`config.mk`:
```
export PLATFORM = sky130hd
export DESIGN_NAME = poison_tracker
export DESIGN_NICKNAME = d
export VERILOG_FILES = /design/src/rtl/poison_pkg.sv /design/src/rtl/poison_ctrl.sv /design/src/rtl/poison_store.sv /design/src/rtl/poison_tracker.sv
export SDC_FILE = /design/constraint.sdc
export NUM_CORES = 1
export LEC_CHECK = 0
export ABC_AREA = 1
export ABC_CLOCK_PERIOD_IN_PS = 1400
export BUFFER_PORTS_ARGS = -buffer_cell sky130_fd_sc_hd__buf_2
export CORE_MARGIN = 8
export CORE_UTILIZATION = 54
export CTS_CLUSTER_DIAMETER = 60
export DETAILED_ROUTE_END_ITERATION = 12
export HOLD_SLACK_MARGIN = 0.06
export MAX_ROUTING_LAYER = met4
export PLACE_DENSITY = 0.8
export SYNTH_ARGS = -nofsm -noshare
export SYNTH_HDL_FRONTEND = slang
export SYNTH_SLANG_ARGS = --single-unit
```
`constraint.sdc`:
```
create_clock -name clk -period 1.4 [get_ports clk]
set_input_delay 0.21 -clock clk [delete_from_list [all_inputs] [get_ports clk]]
set_output_delay 0.21 -clock clk [all_outputs]
set_load 0.01 [all_outputs]
```
`src/rtl/poison_pkg.sv`:
```
package poison_pkg;

  // Strobes from the control path to the tag store.
  typedef struct packed {
    logic wrEn;   // writeback updates a tag
    logic wrSet;  // value written by writeback: 1 poison, 0 clean
    logic prEn;   // speculative read propagates poison
    logic excEn;  // committed read found poison
  } poison_strb_t;

endpackage

```
`src/rtl/poison_ctrl.sv`:
```
module poison_ctrl
  import poison_pkg::*;
#(
  parameter int NUM_REGS = 32,
  localparam int IDX_W = $clog2(NUM_REGS)
) (
  input  logic             wbValid,
  input  logic [IDX_W-1:0] wbDest,
  input  logic             wbSpec,
  input  logic             wbFault,
  input  logic             rdValid,
  input  logic             rdSpec,
  input  logic [IDX_W-1:0] rdSrcA,
  input  logic [IDX_W-1:0] rdSrcB,
  input  logic [IDX_W-1:0] rdDest,
  input  logic             poisonA,
  input  logic             poisonB,
  output poison_strb_t     strb,
  output logic [IDX_W-1:0] wrIdx,
  output logic [IDX_W-1:0] prIdx,
  output logic [IDX_W-1:0] excIdx
);

  logic wbToZero;
  logic preciseFault;
  logic anyPoison;
  logic prToZero;

  always_comb begin
    wbToZero     = (wbDest == '0);
    preciseFault = wbFault && !wbSpec;
    anyPoison    = poisonA || poisonB;
    prToZero     = (rdDest == '0);

    strb.wrEn  = wbValid && !wbToZero && !preciseFault;
    strb.wrSet = wbSpec && wbFault;
    strb.prEn  = rdValid && rdSpec && anyPoison && !prToZero;
    strb.excEn = rdValid && !rdSpec && anyPoison;

    wrIdx  = wbDest;
    prIdx  = rdDest;
    excIdx = poisonA ? rdSrcA : rdSrcB;
  end

endmodule

```
`src/rtl/poison_store.sv`:
```
module poison_store
  import poison_pkg::*;
#(
  parameter int NUM_REGS = 32,
  localparam int IDX_W = $clog2(NUM_REGS)
) (
  input  logic             clk,
  input  logic             rst_n,
  input  poison_strb_t     strb,
  input  logic [IDX_W-1:0] wrIdx,
  input  logic [IDX_W-1:0] prIdx,
  input  logic [IDX_W-1:0] excIdx,
  input  logic [IDX_W-1:0] srcA,
  input  logic [IDX_W-1:0] srcB,
  output logic             poisonA,
  output logic             poisonB,
  output logic             excValid,
  output logic [IDX_W-1:0] excReg
);

  logic [NUM_REGS-1:0] tagVec;

  assign tagVec[0] = 1'b0;

  for (genvar i = 1; i < NUM_REGS; i++) begin : g_tag
    logic tagQ;
    logic wrHit;
    logic prHit;
    assign wrHit = strb.wrEn && (wrIdx == IDX_W'(i));
    assign prHit = strb.prEn && (prIdx == IDX_W'(i));
    always_ff @(posedge clk or negedge rst_n) begin
      if (!rst_n)      tagQ <= 1'b0;
      else if (wrHit)  tagQ <= strb.wrSet;
      else if (prHit)  tagQ <= 1'b1;
    end
    assign tagVec[i] = tagQ;
  end

  assign poisonA = tagVec[srcA];
  assign poisonB = tagVec[srcB];

  always_ff @(posedge clk or negedge rst_n) begin
    if (!rst_n) begin
      excValid <= 1'b0;
      excReg   <= '0;
    end else begin
      excValid <= strb.excEn;
      excReg   <= strb.excEn ? excIdx : '0;
    end
  end

endmodule

```
`src/rtl/poison_tracker.sv`:
```
module poison_tracker
  import poison_pkg::*;
#(
  parameter int NUM_REGS = 32,
  localparam int IDX_W = $clog2(NUM_REGS)
) (
  input  logic             clk,
  input  logic             rst_n,
  input  logic             wbValid,
  input  logic [IDX_W-1:0] wbDest,
  input  logic             wbSpec,
  input  logic             wbFault,
  input  logic             rdValid,
  input  logic             rdSpec,
  input  logic [IDX_W-1:0] rdSrcA,
  input  logic [IDX_W-1:0] rdSrcB,
  input  logic [IDX_W-1:0] rdDest,
  output logic             excValid,
  output logic [IDX_W-1:0] excReg
);

  poison_strb_t     strb;
  logic [IDX_W-1:0] wrIdx;
  logic [IDX_W-1:0] prIdx;
  logic [IDX_W-1:0] excIdx;
  logic             poisonA;
  logic             poisonB;

  poison_ctrl #(.NUM_REGS(NUM_REGS)) u_ctrl (
    .wbValid(wbValid), .wbDest(wbDest), .wbSpec(wbSpec), .wbFault(wbFault),
    .rdValid(rdValid), .rdSpec(rdSpec), .rdSrcA(rdSrcA), .rdSrcB(rdSrcB),
    .rdDest(rdDest), .poisonA(poisonA), .poisonB(poisonB),
    .strb(strb), .wrIdx(wrIdx), .prIdx(prIdx), .excIdx(excIdx)
  );

  poison_store #(.NUM_REGS(NUM_REGS)) u_store (
    .clk(clk), .rst_n(rst_n), .strb(strb),
    .wrIdx(wrIdx), .prIdx(prIdx), .excIdx(excIdx),
    .srcA(rdSrcA), .srcB(rdSrcB),
    .poisonA(poisonA), .poisonB(poisonB),
    .excValid(excValid), .excReg(excReg)
  );

endmodule

```
Yosys cells after proc, flatten, opt, wreduce, memory -nomap -nowiden --
Index checks and enable logic that the tools add are counted.
Storage, ports and cells: register bits 37, bits of input ports 27, output and inout port bits 6, logic and storage cells 275
Cells by class: order comparisons 2, eq/ne operators 62, multiplexer cells 68, reduce and logical (&&, ||, !) cells 110
Operators with widths (number):
- $eq 5x5->1 const B | 32
- $eq 5x4->1 const B | 16
- $logic_and 1x1->1 | 71
- $mux 1 | 64
- $reduce_bool 2->1 | 31
- $eq 5x3->1 const B | 8
- $eq 5x2->1 const B | 4
- $lt 5x6->1 const B | 2
- $bmux 1 s5 | 2
- $eq 5x1->1 const B | 2
- $logic_not 5->1 | 2
- $mux 5 | 2
- $logic_not 1->1 | 5
- $logic_or 1x1->1 | 1

Logic depth before layout (Yosys ltp) --
Gate-level depths: netlist of the first run.
depth in word-level cells 8, depth in mapped cells 15, gate-level depth less buffers 12

Cells and area by module --
From an unflattened synthesis of the first run, not the netlist that was laid out.
Second synthesis, totals: cell total of the unflattened synthesis 450, area total of the unflattened synthesis 2793.9 um^2
By module, submodules not included:
- poison_store | times used 1, cells each 404, area each 2560.0 um^2, sequential area each 925.9 um^2
- poison_ctrl | times used 1, cells each 46, area each 234.0 um^2, sequential area each 0.0 um^2

Worst setup path after synthesis of the first run --
Ideal clock, no wire load.
kind input to register, start input port rdSrcA[0], end register u_store.g_tag[21].tagQ, arrival time 1.340 ns, required time 1.283 ns, path slack -0.057 ns, cell stages on the path 13, buffers on the path 3, path through buf_6 > buf_6 > o211ai_1 > nand3_1 > nand3_1 > nand2_1 > nand2_2 > nand3_4 > buf_6 > nand3_2 > nand2_1 > nand2_1 > nand2_1
Between the ends: word-level cells in the longest chain between the ends 7
Ends and longest elaborated chain:
- start, declared | line poison_tracker.sv:15 | input logic [IDX_W-1:0] rdSrcA,
- $bmux 1 s5 | line poison_store.sv:39 | assign poisonA = tagVec[srcA];
- $mux 1 (implied by the code) | line poison_store.sv:39
- $logic_or 1x1->1 | line poison_ctrl.sv:32 | anyPoison = poisonA || poisonB;
- $logic_and 1x1->1 (2 in series) | line poison_ctrl.sv:37 | strb.prEn = rdValid && rdSpec && anyPoison && !prToZero;
- $logic_and 1x1->1 | line poison_store.sv:30 | assign prHit = strb.prEn && (prIdx == IDX_W'(i));
- $reduce_bool 2->1 (no source line)
- end signal, assigned | line poison_store.sv:33 | else if (wrHit) tagQ <= strb.wrSet;
- end, declared | line poison_store.sv:26 | logic tagQ;
Every way passes these cells. The select of a mux whose other input is x is not followed. A chain may end at the register's enable or synchronous reset.

Final worst setup path of the first run --
start register u_store.g_tag[27].tagQ, end register u_store.g_tag[29].tagQ
Between the ends: word-level cells in the longest chain between the ends 7, elaborated cells on any way between the ends 9, those cells by class mux: 4; reduce/logical: 5
Ends and longest elaborated chain (line):
- start, declared | poison_store.sv:26
- start signal, assigned | poison_store.sv:33
- $bmux 1 s5 (on tied branches) | poison_store.sv:39, poison_store.sv:40
- $mux 1 (on tied branches) | poison_store.sv:39, poison_store.sv:40
- $logic_or 1x1->1 * | poison_ctrl.sv:32
- $logic_and 1x1->1 * (2 in series) | poison_ctrl.sv:37
- $logic_and 1x1->1 * | poison_store.sv:30
- $reduce_bool 2->1 (no source line) *
- end signal, assigned | poison_store.sv:33
- end, declared | poison_store.sv:26
Every way passes the cells marked *; elsewhere a longest branch is shown, timed or not. The select of a mux whose other input is x is not followed.

==> run metrics, run 1 <==
Hold Path Origin=rdSrcB[1]; DP HPWL=7750 um; Setup WS post-layout=-0.308 ns; clk sinks=37; die height=92.4 um; setup TNS=-9.27 ns; DRC=0; core region area=0.00578 sq mm; DR WL/cell=15.5 um; outcome=finished with violations; port buffer count=32; crit path kind=reg2reg; Post-Synthesis Cells=528; Clk network pwr share=24.6%; gp weighted congestion=1.02; # diodes=0; Worst R2R Setup Slack=-0.31 ns; hold path endpoint=u_store.excReg[1]; hold path depth=3; Cell Int Power=2.62 mW; largest net degree at the start of global routing=38; HP Class=in2reg; most common cell after layout, fill and taps aside=nand2_1; FP Rows=28; cts bufs inserted=5; Final Net Count=636; Initial Utilization=54.6%; final wirelength=10600 um; WP data required=1.59 ns; worst slack, placed=-0.468 ns; max-cap violations=0; switching fraction of total power=36.7%; R2R Path Start=u_store.g_tag[27].tagQ; leakage power total=2.13 nW; total track usage=25.0%; Via density=5.39; combinational share of power=41.6%; Worst setup SP type=flip-flop; post-route ant nets=0; vias in the first global route=3499; # IOs=33; Placed Cells=669; crit path time final=1.71 ns; initial DRC count=325; first-pass GRT wire length=16700 um; Area Growth Syn to Fin=33.4%; Reg power frac=33.8%; Pwr Density=984 mW/mm^2; worst skew pair latency=0.30 ns; critical path arrival=1.90 ns; Clock Path Buffers=2; Hold Slack=0.228 ns; pins over their slew limit=0; Net Switching=1.52 mW; initial antenna violation count=0; Overflow after GRT=0; Max VDD drop=0.000495 V; Tcrit/Tclk final=122%; Distinct cells, synth=19; clk_skew=0.0120 ns; failing checks=negative setup slack; synth warn=0; area of the die=0.00855 sq mm; CP Capture Type=flip-flop; syn_nets=555; CTS H-Tree Depth=2; Post-Synthesis Cell Area=0.00316 sq mm; endpoints failing setup=37; syn avg cell area=5.98 sq um; R2R Path End=u_store.g_tag[29].tagQ; fmax=586 MHz; Root Driver=clkbuf_8; worst reg-to-reg path cell count=13; share of cells above drive strength 1=31.1%; die width=92.4 um; TritonRoute pass-1 iters=5; final hold vios=0; vias post-DR=3691; sequential fraction of the synthesis area=29.3%; CP max FO=7; clock-pin slew on the worst setup and hold paths=0.08 ns; actual slew at the worst max-slew pin=0.467 ns; RSZ-0062 raised after global routing=yes; Finished Layout Cells=685; TritonCTS clock tree=built; post-synthesis register bit count=37; Slew headroom=68.6%; commonest non-fill, non-tap cells in the layout=167 x nand2_1, 67 x nor2_1, 66 x inv_1; Final Core Density=72.8%
worst max-delay path by stage:
stage / start / endpoint / depth (start not counted)
after detailed placement: rdSrcA[0] / u_store.g_tag[28].tagQ / 13
after global routing: u_store.g_tag[27].tagQ / u_store.g_tag[16].tagQ / 13
final: u_store.g_tag[27].tagQ / u_store.g_tag[29].tagQ / 13
after global placement: rdSrcA[0] / u_store.g_tag[16].tagQ / 13
after floorplan: rdSrcA[0] / u_store.g_tag[17].tagQ / 13
after CTS: u_store.g_tag[25].tagQ / u_store.g_tag[15].tagQ / 13
power by group through the flow:
stage	logic [mW]	registers, mW	clock network (mW)
2_1_floorplan	0.854	1.37	0
3_3_place_gp	1.45	1.39	0
3_5_place_dp	1.49	1.40	0
4_1_cts	1.56	1.39	1.00
5_1_grt	1.89	1.42	1.05
6_report	1.72	1.40	1.02
kinds of logic after synthesis:
kind of cell	Yosys count	share of synthesized area [%]
AO/OA/AOI/OAI	30	5.63
flip-flops	37	29.3
buffers and inverters	107	15.1
AND/OR/NAND/NOR	354	49.9
metal layers:
metal	part of all wire [%]	wire [um]	global-route usage, %
met1	41	4350	30.3
met2	48	5120	40.8
met3	8.7	922	5.58
met4	2.0	207	7.38
met5	0	0	-
registers in the layout (all words and copies together) (netlist names):
| register | cells |
|---|---|
| u_store.g_tag.tagQ | 31 |
| u_store.excReg | 5 |
| u_store.excValid | 1 |
Yosys cell counts, drive strengths merged:
| cell | n | area (sq um) |
|---|---|---|
| nor3 | 10 | 50.1 |
| nand3 | 97 | 588 |
| clkbuf | 9 | 36.3 |
| nor2 | 69 | 262 |
| o21ai | 5 | 25.0 |
| a21oi | 14 | 70.1 |
| buf | 15 | 129 |
| dfrtp | 37 | 926 |
| o211ai | 11 | 82.6 |
| inv | 83 | 312 |
| nand2 | 178 | 676 |
per-stage QoR:
| step | power (mW) | cell area, sq um |
|---|---|---|
| 3_5_place_dp | 2.88 | 3770 |
| 6_report | 4.14 | 4210 |
| 5_1_grt | 4.36 | 4210 |
| 2_1_floorplan | 2.22 | 3170 |
| 4_1_cts | 3.95 | 4020 |
| 3_3_place_gp | 2.84 | 3770 |
worst max-delay path, stage by stage (launching register included):
cell	delay (ns)
dfrtp_1	0.36
inv_1	0.10
nand2_1	0.07
nand3_1	0.11
nand3_2	0.09
nand3_1	0.10
nand3_1	0.09
nand2_2	0.10
nand3_4	0.17
clkbuf_16	0.23
nand3_2	0.05
nand2_1	0.05
nand2_1	0.05
nand2_1	0.05
area by class of cell:
type,count,area (sq um)
clock buffer,6,82.6
inverter,83,314
tap,75,93.8
sequential,37,926
fill,474,1570
multi-input combinational,384,1970
timing repair buffer,98,787
clock inverter,2,37.5
timing repair:
action                                  4_1_cts  5_1_grt
setup buffers                                 2        4
hold buffers                                  1        0
resized for setup                            35       38
cloned                                        0        2
endpoints found under the hold margin        37        0
pin swaps                                     2       16
endpoints found under the setup margin       37       37
(Power assumes the default switching activity.)
==> run 2, diff against run 1 <==
--- a/config.mk
+++ b/config.mk
@@ -8,7 +8,8 @@
 export ABC_AREA = 1
 export ABC_CLOCK_PERIOD_IN_PS = 1400
 export BUFFER_PORTS_ARGS = -buffer_cell sky130_fd_sc_hd__buf_2
-export CORE_MARGIN = 8
+export CAP_MARGIN = 15
+export CORE_MARGIN = 2
 export CORE_UTILIZATION = 54
 export CTS_CLUSTER_DIAMETER = 60
 export DETAILED_ROUTE_END_ITERATION = 12
==> run 2 against run 1 <==
  * The run still ends with negative setup slack left
  * Cell count is 0.29% higher
  * Via count is 1.9% higher
  * First-iteration DRC count is 29% higher
  * Clock skew is 0.00085 ns higher
  * Clock power is 23% lower
  * Non-clock buffer count is 6 higher
  * Critical endpoint is now u_store.g_tag[21].tagQ
  * Design area is 0.15% higher
  * Global-route usage is 9.5 points higher
  * Critical path depth stayed put
==> run metrics, run 2 (synthesis gave the netlist of run 1 again) <==
outcome=finished with violations (unchanged); failing checks=negative setup slack (unchanged); Placed Cells=673 (was 669); TritonRoute pass-1 iters=5 (unchanged); vias in the first global route=3512 (was 3499); DR WL/cell=15.0 um (was 15.5 um); Top reg by flops=u_store.g_tag.tagQ (unchanged); largest net degree at the start of global routing=32 (was 38); initial antenna violation count=0 (unchanged); TritonCTS clock tree=built (unchanged); actual slew at the worst max-slew pin=0.608 ns (was 0.467 ns); CP Capture Type=flip-flop (unchanged); total track usage=34.6% (was 25.0%); Via density=5.47 (was 5.39); Finished Layout Cells=687 (was 685); port buffer count=32 (unchanged); core region area=0.00557 sq mm (was 0.00578 sq mm); share of cells above drive strength 1=29.8% (was 31.1%); first-pass GRT wire length=16600 um (was 16700 um); Overflow after GRT=0 (unchanged); DRC=0 (unchanged); crit path time final=1.72 ns (was 1.71 ns); fmax=581 MHz (was 586 MHz); R2R Path Start=u_store.g_tag[15].tagQ (was u_store.g_tag[27].tagQ); RSZ-0062 raised after global routing=yes (unchanged); post-route ant nets=0 (unchanged); # diodes=0 (unchanged); R2R Path End=u_store.g_tag[21].tagQ (was u_store.g_tag[29].tagQ); area of the die=0.00647 sq mm (was 0.00855 sq mm); worst reg-to-reg path cell count=13 (unchanged); CTS H-Tree Depth=2 (unchanged); Area Growth Syn to Fin=33.6% (was 33.4%); clk_skew=0.0128 ns (was 0.0120 ns); final wirelength=10300 um (was 10600 um); Crit path largest cell delay=0.37 ns (was 0.36 ns); Regs by FF count=u_store.g_tag.tagQ: 31 flops, u_store.excReg: 5 flops, u_store.excValid: 1 flops (unchanged); Final Net Count=642 (was 636); max-cap violations=0 (unchanged); Setup crit start=u_store.g_tag[15].tagQ (was u_store.g_tag[27].tagQ); clk sinks=37 (unchanged); slowest CP cell=dfrtp_1 (unchanged); die height=80.4 um (was 92.4 um); Worst R2R Setup Slack=-0.32 ns (was -0.31 ns); Initial Utilization=56.6% (was 54.6%); die width=80.4 um (was 92.4 um); vias post-DR=3760 (was 3691); # IOs=33 (unchanged); DP HPWL=7660 um (was 7750 um); Clock Path Buffers=2 (unchanged); CP max FO=9 (was 7); Setup WS post-layout=-0.322 ns (was -0.308 ns); Pwr Density=924 mW/mm^2 (was 984 mW/mm^2); gp weighted congestion=0.984 (was 1.02); max reg flops=31 (unchanged); most common cell after layout, fill and taps aside=nand2_1 (unchanged); Max VDD drop=0.000693 V (was 0.000495 V); Tcrit/Tclk final=123% (was 122%); CP endpoint=u_store.g_tag[21].tagQ (was u_store.g_tag[29].tagQ); cts bufs inserted=5 (unchanged); leakage power total=2.13 nW (about the same); Critical Path Most Common Cell=nand2_1 (unchanged); HP Class=in2reg (unchanged); Slew headroom=59.4% (was 68.6%); pins over their slew limit=0 (unchanged); worst skew pair latency=0.30 ns (about the same); clock-pin slew on the worst setup and hold paths=0.08 ns (about the same); endpoints failing setup=37 (unchanged); crit path kind=reg2reg (unchanged); commonest non-fill, non-tap cells in the layout=161 x nand2_1, 71 x inv_1, 67 x nand3_1 (was 167 x nand2_1, 67 x nor2_1, 66 x inv_1); setup TNS=-10.15 ns (was -9.27 ns); FP Rows=27 (was 28); final hold vios=0 (unchanged); initial DRC count=418 (was 325); Worst setup SP type=flip-flop (unchanged); WP data required=1.58 ns (was 1.59 ns); critical path arrival=1.91 ns (was 1.90 ns); worst path cell trace=inv_1 > nand2_1 > nand3_1 > nand3_1 > nand3_1 > nand2_1 > nand2_2 > nand3_4 > buf_12 > nand3_2 > nand2_1 > nand2_1 > nand2_1 (was inv_1 > nand2_1 > nand3_1 > nand3_2 > nand3_1 > nand3_1 > nand2_2 > nand3_4 > clkbuf_16 > nand3_2 > nand2_1 > nand2_1 > nand2_1); Root Driver=clkbuf_8 (unchanged)
[run 2: changes by cell type in the layout (fill, tap and decap cells not counted), sizes merged]
| cell | delta |
|---|---|
| buf | +8 |
| bufinv | -1 |
| clkbuf | -1 |
| clkinvlp | -1 |
[run 2: stage by stage]
stage	setup slack, ns	utilization (%)	hold WS, ns	instance area (sq um)	power (mW)
finish	-0.322	75.6	0.233	4220	3.90
global route	-0.452	75.6	0.250	4220	4.15
CTS	-0.283	73.6	0.227	4100	3.80
detailed placement	-0.542	68.3	0.184	3810	2.88
global placement	-0.528	68.3	0.180	3810	2.84
floorplan	-0.0529	-	-0.0856	3170	2.22
[run 2: critical path: cells and delay by family, from the launching register on]
kind | cells | cell delay (ns)
AND/OR/NAND/NOR | 11 | 0.92
flip-flops | 1 | 0.37
buffers and inverters | 2 | 0.30
[run 2: how the worst min path moves through the flow]
stage,from,end,slack [ns],cells after the start
2_1_floorplan,rst_n,u_store.excReg[0],-0.09,0
3_3_place_gp,rst_n,u_store.g_tag[13].tagQ,0.18,1
3_5_place_dp,rst_n,u_store.g_tag[7].tagQ,0.18,1
4_1_cts,rdValid,u_store.excValid,0.23,3
5_1_grt,rdValid,u_store.excValid,0.25,3
6_report,rdSrcB[3],u_store.excReg[3],0.23,3
[run 2: power breakdown]
part,switching (mW),internal (mW),leakage (nW),total [mW]
registers,0.102,1.29,0.410,1.39
logic,0.965,0.751,1.68,1.72
clock network,0.399,0.391,0.0443,0.790
[run 2: what timing repair did]
action                                  in CTS  in global routing
endpoints found under the hold margin       17                  0
setup buffers                                2                  2
resized for setup                           47                 26
hold buffers                                 1                  0
pin swaps                                    9                 10
gates cloned                                 2                  0
endpoints found under the setup margin      37                 37
[run 2: final cells by class]
| type | instances | area, sq um |
|---|---|---|
| Clock buffer | 7 | 86.3 |
| Timing Repair Buffer | 104 | 816 |
| Multi-Input combinational cell | 384 | 1980 |
| Sequential cell | 37 | 926 |
| Fill cell | 452 | 1360 |
| Tap cell | 72 | 90.1 |
| Inverter | 83 | 314 |
[run 2: metal layers]
layer  up-vias  wire [um]  track usage, %  part of all wire, %
li1       1818          -               -                    -
met1      1728       4330            44.5                   42
met2       192       4790            55.5                   47
met3        22        876            4.72                  8.5
met4         0        274            12.9                  2.7
met5         -          0               -                    0
==> run 3, diff against run 2 <==
--- a/config.mk
+++ b/config.mk
@@ -10,12 +10,13 @@
 export BUFFER_PORTS_ARGS = -buffer_cell sky130_fd_sc_hd__buf_2
 export CAP_MARGIN = 15
 export CORE_MARGIN = 2
-export CORE_UTILIZATION = 54
+export CORE_UTILIZATION = 53
 export CTS_CLUSTER_DIAMETER = 60
 export DETAILED_ROUTE_END_ITERATION = 12
 export HOLD_SLACK_MARGIN = 0.06
 export MAX_ROUTING_LAYER = met4
-export PLACE_DENSITY = 0.8
+export PLACE_DENSITY = 0.79
 export SYNTH_ARGS = -nofsm -noshare
 export SYNTH_HDL_FRONTEND = slang
+export SYNTH_HIERARCHICAL = 1
 export SYNTH_SLANG_ARGS = --single-unit
==> run 3 against run 2 <==
  * The run still ends with negative setup slack left
  * Clock power shrank 3.8%
  * Flip-flop and latch count unchanged
  * Critical path depth grew 6
  * Register-to-register slack worse by 0.28 ns
  * Die area is 9.3% lower
  * Sequential power grew 9%
  * Combinational power down 21%
  * Fmax shrank 14%
  * Sequential share of layout area is 3.6 points higher
  * Critical endpoint is now u_store/g_tag[1].tagQ
  * Largest cell class unchanged
  * Largest power group is now registers
==> run metrics, run 3 <==
Top reg by flops=u_store/g_tag.tagQ (was u_store.g_tag.tagQ); crit path time final=2.00 ns (was 1.72 ns); Cell Int Power=2.33 mW (was 2.43 mW); # IOs=33 (unchanged); TritonCTS clock tree=built (unchanged); hold path endpoint=u_store/g_tag[29].tagQ (was u_store.excReg[3]); share of cells above drive strength 1=28.7% (was 29.8%); TritonRoute pass-1 iters=6 (was 5); met2 usage=51.2% (was 55.5%); DP HPWL=6670 um (was 7660 um); gp weighted congestion=1.00 (was 0.984); commonest non-fill, non-tap cells in the layout=142 x nand2_1, 57 x nand3_1, 54 x buf_4 (was 161 x nand2_1, 71 x inv_1, 67 x nand3_1); Net Switching=1.31 mW (was 1.47 mW); R2R Path Start=u_store/g_tag[11].tagQ (was u_store.g_tag[15].tagQ); Hold Path Origin=rdDest[1] (was rdSrcB[3]); die height=76.6 um (was 80.4 um); Critical Path Most Common Cell=nand2_1 (unchanged); Overflow after GRT=0 (unchanged); core region area=0.00511 sq mm (was 0.00557 sq mm); Worst R2R Setup Slack=-0.60 ns (was -0.32 ns); die width=76.6 um (was 80.4 um); post-route cell area=0.00363 sq mm (was 0.00422 sq mm); crit path kind=reg2reg (unchanged); largest net degree at the start of global routing=24 (was 32); Final Net Count=554 (was 642); sequential fraction of the synthesis area=33.1% (was 29.3%); Clock Path Buffers=2 (unchanged); most frequent cell after synthesis=nand2_1 (unchanged); Root Driver=clkbuf_8 (unchanged); Setup WS post-layout=-0.599 ns (was -0.322 ns); ys flop type=dfrtp_1 (unchanged); hold path depth=4 (was 3); GR Util met3=3.91% (was 4.72%); slowest CP cell=dfrtp_1 (unchanged); Post-Synthesis Cells=450 (was 528); Clk network pwr share=20.9% (was 20.3%); Max VDD drop=0.000784 V (was 0.000693 V); Distinct cells, synth=26 (was 19); max-cap violations=0 (unchanged); clock-pin slew on the worst setup and hold paths=0.07 ns (was 0.08 ns); clk_skew=0.00777 ns (was 0.0128 ns); Post-synth ARST share=100% (unchanged); Regs by FF count=u_store/g_tag.tagQ: 31 flops, u_store/excReg: 5 flops, u_store/excValid: 1 flops (was u_store.g_tag.tagQ: 31 flops, u_store.excReg: 5 flops, u_store.excValid: 1 flops); R2R Path End=u_store/g_tag[1].tagQ (was u_store.g_tag[21].tagQ); GR peak layer=met2 (unchanged); worst reg-to-reg path cell count=19 (was 13); worst slack, placed=-0.719 ns (was -0.542 ns); cts bufs inserted=5 (unchanged); worst path cell trace=nand2_1 > nand3_1 > nand3_1 > nand2_1 > nand2_1 > nand2_1 > nand2_1 > nand2_2 > nor2_4 > nor2_1 > nand2_1 > inv_2 > inv_2 > nor2_4 > buf_6 > nand2_4 > nand3b_1 > o21ai_1 > inv_1 (was inv_1 > nand2_1 > nand3_1 > nand3_1 > nand3_1 > nand2_1 > nand2_2 > nand3_4 > buf_12 > nand3_2 > nand2_1 > nand2_1 > nand2_1); outcome=finished with violations (unchanged); actual slew at the worst max-slew pin=0.380 ns (was 0.608 ns); Post-synth EDFFs=0 (unchanged); Area Growth Syn to Fin=29.8% (was 33.6%); Crit path largest cell delay=0.42 ns (was 0.37 ns); vias post-DR=3305 (was 3760); placed inst area=0.00327 sq mm (was 0.00381 sq mm); critical path arrival=2.24 ns (was 1.91 ns); Via density=5.54 (was 5.47); most common cell after layout, fill and taps aside=nand2_1 (unchanged); initial antenna violation count=0 (unchanged); Slew headroom=74.7% (was 59.4%); Post-Synthesis Cell Area=0.00279 sq mm (was 0.00316 sq mm); post-route ant nets=0 (unchanged); endpoints failing setup=37 (unchanged); failing checks=negative setup slack (unchanged); # diodes=0 (unchanged); worst skew pair latency=0.29 ns (was 0.30 ns); commonest cells in the netlist=151 x nand2_1, 58 x inv_1, 58 x nand3_1 (was 175 x nand2_1, 82 x inv_1, 78 x nand3_1); pins over their slew limit=0 (unchanged); total track usage=32.6% (was 34.6%); max reg flops=31 (unchanged); WP data required=1.64 ns (was 1.58 ns); Initial Utilization=54.7% (was 56.6%); post-synth top area cell=dfrtp_1 (unchanged); Pwr Total=3.64 mW (was 3.90 mW); CTS H-Tree Depth=2 (unchanged); share of Yosys cell area claimed by the top area cell type=33.1% (was 29.3%); Tcrit/Tclk final=143% (was 123%); CP max FO=5 (was 9); Reg power frac=41.8% (was 35.7%); vias in the first global route=3076 (was 3512); CP Capture Type=flip-flop (unchanged); switching fraction of total power=35.9% (was 37.6%); leakage power total=1.91 nW (was 2.13 nW); RSZ-0062 raised after global routing=yes (unchanged); syn_nets=477 (was 555); clk sinks=37 (unchanged); FP Rows=26 (was 27); HP Class=in2reg (unchanged); Synth area leaders=dfrtp_1 33%, nand2_1 20%, nand3_1 10% (was dfrtp_1 29%, nand2_1 21%, nand3_1 12%); final wirelength=9190 um (was 10300 um); Worst setup SP type=flip-flop (unchanged); post-synthesis register bit count=37 (unchanged); port buffer count=32 (unchanged); area of the die=0.00587 sq mm (was 0.00647 sq mm); fmax=500 MHz (was 581 MHz); synth warn=6 (was 0); syn avg cell area=6.21 sq um (was 5.98 sq um); DR WL/cell=15.4 um (was 15.0 um); DRC=0 (unchanged); Pwr Density=1000 mW/mm^2 (was 924 mW/mm^2); combinational share of power=37.3% (was 44.0%); first-pass GRT wire length=14600 um (was 16600 um); initial DRC count=477 (was 418); routing usage on met1=42.6% (was 44.5%); final hold vios=0 (unchanged)
[run 3: cell families (layout without fill, tap and decap cells)]
family,Yosys count,after routing,share of synthesized area (%)
compound gates,57,57,11.1
buf+inv,87,163,15.3
flops,37,37,33.1
simple gates,269,270,40.5
[run 3: area by class of cell]
cell class,instances,area (sq um)
clock buffer,7,86.3
fill,446,1480
inverter,64,258
multi-input combinational,327,1620
sequential,37,927
tap,70,87.6
timing repair buffer,92,649
[run 3: critical path: cells and delay by family, from the launching register on]
family / cells / cell delay (ns)
buffers and inverters: 4 / 0.35
flip-flops: 1 / 0.42
AO/OA/AOI/OAI: 1 / 0.08
AND/OR/NAND/NOR: 14 / 1.11
[run 3: what timing repair did]
item,4_1_cts,5_1_grt
endpoints found under the hold margin,14,0
endpoints found under the setup margin,37,37
gates resized for setup,38,19
cloned,1,0
pin swaps,11,21
hold buffers,1,0
setup buffers,4,7
[run 3: how the worst max path moves through the flow]
| stage | from | endpoint | slack, ns | cells after the start |
|---|---|---|---|---|
| after floorplan | rdSrcA[0] | u_store/g_tag[10].tagQ | -0.34 | 21 |
| after global placement | rdSrcA[0] | u_store/g_tag[16].tagQ | -0.68 | 18 |
| after detailed placement | rdSrcA[0] | u_store/g_tag[16].tagQ | -0.72 | 18 |
| after CTS | u_store/g_tag[15].tagQ | u_store/g_tag[5].tagQ | -0.50 | 17 |
| after global routing | u_store/g_tag[9].tagQ | u_store/g_tag[7].tagQ | -0.76 | 18 |
| final | u_store/g_tag[11].tagQ | u_store/g_tag[1].tagQ | -0.60 | 19 |
[run 3: per-layer routing]
metal  share of wire, %  wire length, um
met5                  0                0
met4                3.5              326
met3                9.1              838
met2                 47             4320
met1                 40             3700
[run 3: power by group through the flow]
stage	Sequential (mW)	Clock (mW)	Combinational (mW)
4_1_cts	1.50	0.768	1.21
3_3_place_gp	1.52	0	1.11
2_1_floorplan	1.42	0	0.682
5_1_grt	1.54	0.815	1.50
6_report	1.52	0.760	1.36
3_5_place_dp	1.52	0	1.13
[run 3: metrics by stage]
stage	std cells	setup TNS (ns)	hold WS, ns	utilization [%]
4_1_cts	590	-15.87	0.266	68.8
5_1_grt	597	-23.86	0.288	71.0
6_report	597	-18.65	0.278	71.0
3_3_place_gp	577	-22.34	0.148	64.0
3_5_place_dp	577	-23.02	0.155	64.0
2_1_floorplan	450	-8.29	-0.0856	-
